$ cat src/rtl/ptw_pkg.sv
package ptw_pkg;
  parameter int VA_W     = 32;
  parameter int SECT_LSB = 20;
  parameter int LPG_LSB  = 16;
  parameter int SPG_LSB  = 12;
  parameter int L2_ALIGN = 10;

  localparam int L1_IDX_W = VA_W - SECT_LSB;
  localparam int L2_IDX_W = SECT_LSB - SPG_LSB;

  typedef logic [VA_W-1:0] word_t;

  typedef enum logic [1:0] {
    ENT_FAULT,
    ENT_LINK,
    ENT_LEAF
  } ent_kind_t;
endpackage

$ cat src/rtl/ptw_entry_decode.sv
module ptw_entry_decode #(
  parameter bit SECOND = 1'b0
) (
  input  ptw_pkg::word_t     entry,
  input  ptw_pkg::word_t     va,
  output ptw_pkg::ent_kind_t kind,
  output ptw_pkg::word_t     leaf_pa,
  output ptw_pkg::word_t     next_base
);
  import ptw_pkg::*;

  generate
    if (!SECOND) begin : g_first
      always_comb begin
        kind      = ENT_FAULT;
        leaf_pa   = {entry[VA_W-1:SECT_LSB], va[SECT_LSB-1:0]};
        next_base = {entry[VA_W-1:L2_ALIGN], {L2_ALIGN{1'b0}}};
        unique case (entry[1:0])
          2'b01:   kind = ENT_LINK;
          2'b10:   kind = ENT_LEAF;
          default: kind = ENT_FAULT;
        endcase
      end
    end else begin : g_second
      always_comb begin
        next_base = '0;
        if (entry[1]) begin
          kind    = ENT_LEAF;
          leaf_pa = {entry[VA_W-1:SPG_LSB], va[SPG_LSB-1:0]};
        end else if (entry[0]) begin
          kind    = ENT_LEAF;
          leaf_pa = {entry[VA_W-1:LPG_LSB], va[LPG_LSB-1:0]};
        end else begin
          kind    = ENT_FAULT;
          leaf_pa = '0;
        end
      end
    end
  endgenerate
endmodule

$ cat src/rtl/ptw_rd_port.sv
module ptw_rd_port (
  input  logic           clk,
  input  logic           rst,
  input  logic           start,
  input  ptw_pkg::word_t start_addr,
  output logic           mem_rd_valid,
  output ptw_pkg::word_t mem_rd_addr,
  input  logic           mem_rd_ready,
  input  logic           mem_rsp_valid,
  input  ptw_pkg::word_t mem_rsp_data,
  input  logic           mem_rsp_err,
  output logic           rd_done,
  output ptw_pkg::word_t rd_data,
  output logic           rd_err
);
  logic pending;

  always_ff @(posedge clk) begin
    if (rst) begin
      mem_rd_valid <= 1'b0;
      mem_rd_addr  <= '0;
      pending      <= 1'b0;
    end else begin
      if (start) begin
        mem_rd_valid <= 1'b1;
        mem_rd_addr  <= start_addr;
      end else if (mem_rd_valid && mem_rd_ready) begin
        mem_rd_valid <= 1'b0;
      end
      if (mem_rd_valid && mem_rd_ready)
        pending <= 1'b1;
      else if (pending && mem_rsp_valid)
        pending <= 1'b0;
    end
  end

  assign rd_done = pending && mem_rsp_valid;
  assign rd_data = mem_rsp_data;
  assign rd_err  = mem_rsp_err;
endmodule

$ cat src/rtl/ptw_walker.sv
module ptw_walker (
  input  logic        clk,
  input  logic        rst,
  input  logic        req_valid,
  output logic        req_ready,
  input  logic [31:0] req_vaddr,
  input  logic [31:0] req_root,
  output logic        mem_rd_valid,
  input  logic        mem_rd_ready,
  output logic [31:0] mem_rd_addr,
  input  logic        mem_rsp_valid,
  input  logic [31:0] mem_rsp_data,
  input  logic        mem_rsp_err,
  output logic        rsp_valid,
  output logic [31:0] rsp_addr,
  output logic        rsp_fault,
  output logic        rsp_buserr
);
  import ptw_pkg::*;

  typedef enum logic [1:0] {S_IDLE, S_LVL1, S_LVL2} state_t;

  state_t    state;
  word_t     va_q;
  logic      start;
  word_t     start_addr;
  logic      rd_done, rd_err;
  word_t     rd_data;
  ent_kind_t k1, k2;
  word_t     pa1, pa2, base1, base2;
  word_t     l1_addr, l2_addr;

  ptw_rd_port u_port (
    .clk(clk), .rst(rst), .start(start), .start_addr(start_addr),
    .mem_rd_valid(mem_rd_valid), .mem_rd_addr(mem_rd_addr),
    .mem_rd_ready(mem_rd_ready), .mem_rsp_valid(mem_rsp_valid),
    .mem_rsp_data(mem_rsp_data), .mem_rsp_err(mem_rsp_err),
    .rd_done(rd_done), .rd_data(rd_data), .rd_err(rd_err)
  );

  ptw_entry_decode #(.SECOND(1'b0)) u_dec1 (
    .entry(rd_data), .va(va_q), .kind(k1), .leaf_pa(pa1), .next_base(base1)
  );

  ptw_entry_decode #(.SECOND(1'b1)) u_dec2 (
    .entry(rd_data), .va(va_q), .kind(k2), .leaf_pa(pa2), .next_base(base2)
  );

  assign l1_addr = req_root +
    {{(VA_W-L1_IDX_W-2){1'b0}}, req_vaddr[VA_W-1:SECT_LSB], 2'b00};
  assign l2_addr = base1 +
    {{(VA_W-L2_IDX_W-2){1'b0}}, va_q[SECT_LSB-1:SPG_LSB], 2'b00};
  assign req_ready = (state == S_IDLE);

  always_comb begin
    start      = 1'b0;
    start_addr = l1_addr;
    if (state == S_IDLE && req_valid) begin
      start = 1'b1;
    end else if (state == S_LVL1 && rd_done && !rd_err && k1 == ENT_LINK) begin
      start      = 1'b1;
      start_addr = l2_addr;
    end
  end

  always_ff @(posedge clk) begin
    if (rst) begin
      state      <= S_IDLE;
      va_q       <= '0;
      rsp_valid  <= 1'b0;
      rsp_addr   <= '0;
      rsp_fault  <= 1'b0;
      rsp_buserr <= 1'b0;
    end else begin
      rsp_valid <= 1'b0;
      unique case (state)
        S_IDLE: if (req_valid) begin
          va_q  <= req_vaddr;
          state <= S_LVL1;
        end
        S_LVL1: if (rd_done) begin
          if (rd_err || k1 != ENT_LINK) begin
            state      <= S_IDLE;
            rsp_valid  <= 1'b1;
            rsp_buserr <= rd_err;
            rsp_fault  <= rd_err || (k1 == ENT_FAULT);
            rsp_addr   <= (rd_err || k1 == ENT_FAULT) ? va_q : pa1;
          end else begin
            state <= S_LVL2;
          end
        end
        S_LVL2: if (rd_done) begin
          state      <= S_IDLE;
          rsp_valid  <= 1'b1;
          rsp_buserr <= rd_err;
          rsp_fault  <= rd_err || (k2 == ENT_FAULT);
          rsp_addr   <= (rd_err || k2 == ENT_FAULT) ? va_q : pa2;
        end
        default: state <= S_IDLE;
      endcase
    end
  end
endmodule

$ cat config.mk
export PLATFORM = sky130hd
export DESIGN_NAME = ptw_walker
export DESIGN_NICKNAME = d
export VERILOG_FILES = /design/src/rtl/ptw_pkg.sv /design/src/rtl/ptw_entry_decode.sv /design/src/rtl/ptw_rd_port.sv /design/src/rtl/ptw_walker.sv
export SDC_FILE = /design/constraint.sdc
export NUM_CORES = 1
export LEC_CHECK = 0
export BUFFER_PORTS_ARGS = -buffer_cell sky130_fd_sc_hd__clkbuf_2
export CAP_MARGIN = 40
export CORE_ASPECT_RATIO = 0.7
export CORE_MARGIN = 10
export CORE_UTILIZATION = 55
export DETAILED_ROUTE_END_ITERATION = 10
export GPL_TIMING_DRIVEN = 0
export PLACE_DENSITY_LB_ADDON = 0.15
export SYNTH_ARGS = -nofsm -noshare
export SYNTH_HDL_FRONTEND = slang
export SYNTH_HIERARCHICAL = 1
export SYNTH_SLANG_ARGS = --single-unit
$ cat constraint.sdc
create_clock -name clk -period 3.95 [get_ports clk]
set_input_delay 0.79 -clock clk [delete_from_list [all_inputs] [get_ports clk]]
set_output_delay 0.79 -clock clk [all_outputs]
set_load 0.02 [all_outputs]
==> results.toml, run 1 <==
[cts]
cts_tree = "built"
cts_max_level = 3
clockBufferDepth = 2
cts.clk_slew.worst_paths_ps = 80
cts_root_buf = "clkbuf_16"
clock_latency_ps = 360
postCtsHoldBufs = 0
clkSinkCount = 103
cts_made_buffers = 9
postCtsSetupRepairBufs = 0
cts_resized = 0

[global_routing]
antenna_found_initial = 1
grt_busiest_layer = "met2"
met1_usage = 0.335
use_met3 = 0.0541
grt_pass1_wl_um = 34300
use_met2 = 0.356
grt_start_max_net_pins = 19
grt.overflow.total = 0
grt_pass1_vias = 6488
grtUsageTotal = 0.234

[power_and_ir_drop]
powerDensity_mw_per_mm2 = 325
leakagePower_nw = 3.76
ir_drop_uv = 227
power_mw = 2.72

[routing]
vias_per_cell = 5.45
first_pass_iters = 7
num_vias = 6775
antenna_left = 0
wirelength_um = 21600
avgRoutedWirePerCell_um = 17.4
dr.first_iter.drc_count = 487
drc = 0

[synthesis]
netlist_instances = 921
synth.avg_cell_area_um2 = 7.78
yosysWarnings = 6
syn_area_mm2 = 0.00717

[placement]
hpwl_um = 17300
place_congestion = 0.966
port_buffers = 136

[setup_path]
critPathCaptureType = "register"
worstSetupStartpoint = "req_vaddr[20]"
start_kind = "input port"
critical_path_required_ps = 4180
r2r-start = "state[0]"
crit_arrival_ps = 3500
worstPathMaxFanout = 9
criticalPathCategory = "in -> reg"

[timing]
rsz0062_at_grt = "no"
worst_pin_slew_ps = 932
timing.hold.ws_ps = 450
fin_crit_sh = 0.827
slew_viol_final = 0
fin_skew_ps = 11.6
final_hold_viol_count = 0
relSlewSlack = 0.379
finalSetupViolations = 0
finalCriticalPeriod_ps = 3270
max_freq_mhz = 306
fin_tns_setup_ps = 0

[cells_and_area]
diodes = 0
areaGrowthSynthToFinish_pct = 16.7
layout_common_cells = "clkbuf_2 (136), nand2_1 (135), dfxtp_1 (103)"
layout-drive-gt1-share = 0.247
mostFrequentLayoutCell = "clkbuf_2"
nNetsFinal = 1204

[floorplanning]
die_w_um = 156
core_mm2 = 0.0126
start_util = 0.569
rows = 34
die_y_um = 116
die-area_mm2 = 0.0181
ioPinCount = 171

[min_path]
min_from = "rsp_addr[1]"
hp-class = "reg -> reg"

[outcome]
outcome = "finished, final reports clean"

[job]
maxCapViolations = 0
## where the power goes
group / internal (mW) / switching (mW)
Combinational: 0.310 / 0.399
Sequential: 1.10 / 0.0387
Clock: 0.438 / 0.436
## final timing paths
path	end	slack, ps	cells past startpoint
setup reg to reg	u_port/mem_rd_addr[7]	1030	10
setup / recovery	u_port/mem_rd_addr[30]	680	12
hold / removal	rsp_addr[1]	450	2
hold reg to reg	rsp_addr[1]	450	2
## layout make-up
cell class                 instances  area [um2]
fill                            1151        4230
tap                              162         203
timing repair buffer             136         681
multi-input combinational        678        4150
clock inverter                     6        50.0
inverter                           8        30.0
sequential                       103        2060
buffer                           141         957
clock buffer                      10         229
## worst max-delay path: stages
cell,delay [ps]
clkbuf_2,120
ha_1,280
fa_1,430
a21o_1,220
a311o_1,390
and4_1,200
clkbuf_1,260
o2111ai_1,290
xor2_1,180
mux2i_1,90
mux2i_1,180
nor2_1,60
## sequential cells by signal (all words and copies together) (netlist names)
name,cells
va_q,32
rsp_valid,1
rsp_buserr,1
u_port/mem_rd_addr,32
u_port/mem_rd_valid,1
rsp_fault,1
u_port/pending,1
rsp_addr,32
state,2
## layer usage
metal / up-vias / routed length [um]
li1: 3395 / -
met4: 2 / 157
met5: - / 13
met3: 19 / 1880
met1: 3109 / 10200
met2: 250 / 9360
## through the flow
step | utilization | area (um2) | cells | worst slack [ps]
floorplan | - | 7200 | 930 | 892
global placement | 0.642 | 8080 | 1228 | 378
detailed placement | 0.642 | 8080 | 1228 | 400
CTS | 0.664 | 8360 | 1244 | 742
global route | 0.664 | 8360 | 1244 | 569
finish | 0.664 | 8360 | 1244 | 682
Power figures use the tool's default switching activity.
==> run 2, diff against run 1 <==
==> constraint.sdc (replaced) <==
create_clock -name clk -period 3.2 [get_ports clk]
set_input_delay 0.64 -clock clk [delete_from_list [all_inputs] [get_ports clk]]
set_output_delay 0.64 -clock clk [all_outputs]
set_load 0.02 [all_outputs]
==> results.toml, run 2 (same netlist as run 1, synthesis figures left out) <==
[outcome]
outcome = "finished, final reports clean"

[timing]
finalSetupViolations = 0
max_freq_mhz = 333
worst_pin_slew_ps = 896
timing.hold.ws_ps = 450
slew_viol_final = 0
final_hold_viol_count = 0
fin_crit_sh = 0.939
rsz0062_at_grt = "no"
finalCriticalPeriod_ps = 3010
fin_skew_ps = 9.88
relSlewSlack = 0.403

[setup_path]
crit_top_cell = "mux2i_1"
critical_path_required_ps = 3430
criticalPathCategory = "in -> reg"
path_delay_family = "compound AO/OA/AOI/OAI gates"
worstPathMaxFanout = 9
critPathCaptureType = "register"
cpPeakStageDelay_ps = 430
start_kind = "input port"
worstPathCellList = "clkbuf_2, ha_1, fa_1, a21o_1, a311o_1, and4_1, o2111ai_1, xor2_1, mux2i_1, mux2i_1, nor2_1"
path_buf_inv = 1
crit_arrival_ps = 3240
cpMaxStageDelayCell = "fa_1"

[cts]
clockBufferDepth = 2
clock_latency_ps = 350
cts_made_buffers = 9
cts_root_buf = "clkbuf_16"
cts_resized = 0
cts_max_level = 3
cts_tree = "built"
clkSinkCount = 103
cts.clk_slew.worst_paths_ps = 80
postCtsSetupRepairBufs = 0

[power_and_ir_drop]
power_mw = 3.35
powerDensity_mw_per_mm2 = 401
leakagePower_nw = 3.76
ir_drop_uv = 277

[placement]
dpl_cell_area_mm2 = 0.00808
port_buffers = 136
place_congestion = 0.966
hpwl_um = 17300

[cells_and_area]
final_util = 0.664
areaGrowthSynthToFinish_pct = 16.6
fillCellCount = 1153
diodes = 0
final_area_mm2 = 0.00836
layout-drive-gt1-share = 0.247
largestRegisters = "rsp_addr x32, u_port/mem_rd_addr x32, va_q x32"
mostFrequentLayoutCell = "clkbuf_2"
nNetsFinal = 1203
layout_common_cells = "clkbuf_2 (136), nand2_1 (135), dfxtp_1 (103)"

[floorplanning]
rows = 34
die_y_um = 116
ioPinCount = 171
die-area_mm2 = 0.0181
die_w_um = 156
core_mm2 = 0.0126
start_util = 0.569

[routing]
antenna_left = 0
first_pass_iters = 4
avgRoutedWirePerCell_um = 17.4
drc = 0
dr.first_iter.drc_count = 522
num_vias = 6757
vias_per_cell = 5.44
wirelength_um = 21600

[global_routing]
grt_pass1_wl_um = 34300
grt_pass1_vias = 6488
grtUsageTotal = 0.234
antenna_found_initial = 1
grt_start_max_net_pins = 19
grt.overflow.total = 0

[min_path]
hp-class = "reg -> reg"

[job]
maxCapViolations = 0
## run 2: cell count changes in the layout (fill, tap and decap cells not counted), sizes merged
| cell | before | now |
|---|---|---|
| clkbuf | 186 | 185 |
## run 2: path summary, 6_finish.rpt
check                     start                endpoint  slack (ps)  cells after the start
setup / recovery  req_vaddr[20]  u_port/mem_rd_addr[28]         190                     11
hold / removal      rsp_addr[1]             rsp_addr[1]         450                      2
setup reg to reg       state[0]   u_port/mem_rd_addr[7]         300                     10
hold reg to reg     rsp_addr[1]             rsp_addr[1]         450                      2
## run 2: layer usage
layer,GRT usage,wire length (um)
met1,0.335,10400
met5,0,13
met2,0.356,9340
met3,0.0541,1740
met4,0.0364,143
## run 2: worst reg2reg max path, stage by stage (launching register included)
cell      delay (ps)
dfxtp_1          370
inv_1             80
ha_1             240
and2_1           150
clkbuf_1         200
nor2_2           610
clkbuf_1         660
nor2_1           130
a21oi_1          190
mux2i_1          100
nor2_1           110
## run 2: layout make-up
cell class / count / area [um2] / area share
multi-input cells: 678 / 4150 / 0.497
well taps: 162 / 203 / 0.0242
plain buffers: 140 / 953 / 0.114
clock buffers: 10 / 229 / 0.0274
repair buffers: 136 / 681 / 0.0814
clock inverters: 6 / 50.0 / 0.00599
flip-flops and latches: 103 / 2060 / 0.247
inverters: 8 / 30.0 / 0.00359
## run 2: report_power, final
part / leakage, nW / switching [mW] / internal (mW) / total, mW
combinational: 2.78 / 0.492 / 0.383 / 0.875
clock: 0.135 / 0.533 / 0.540 / 1.07
sequential: 0.841 / 0.0478 / 1.35 / 1.40
## run 2: repair_timing
| action | 4_1_cts | 5_1_grt |
|---|---|---|
| endpoints found under the hold margin | 0 | 0 |
| hold buffers | 0 | 0 |
| setup endpoints to repair | 0 | 6 |
## run 2: through the flow
stage / setup TNS [ps] / cells / setup WS (ps)
after global placement: -1510 / 1228 / -222
after CTS: 0 / 1244 / 142
after floorplan: 0 / 930 / 292
after global routing: 0 / 1243 / 50.5
final: 0 / 1243 / 195
after detailed placement: -1500 / 1228 / -200
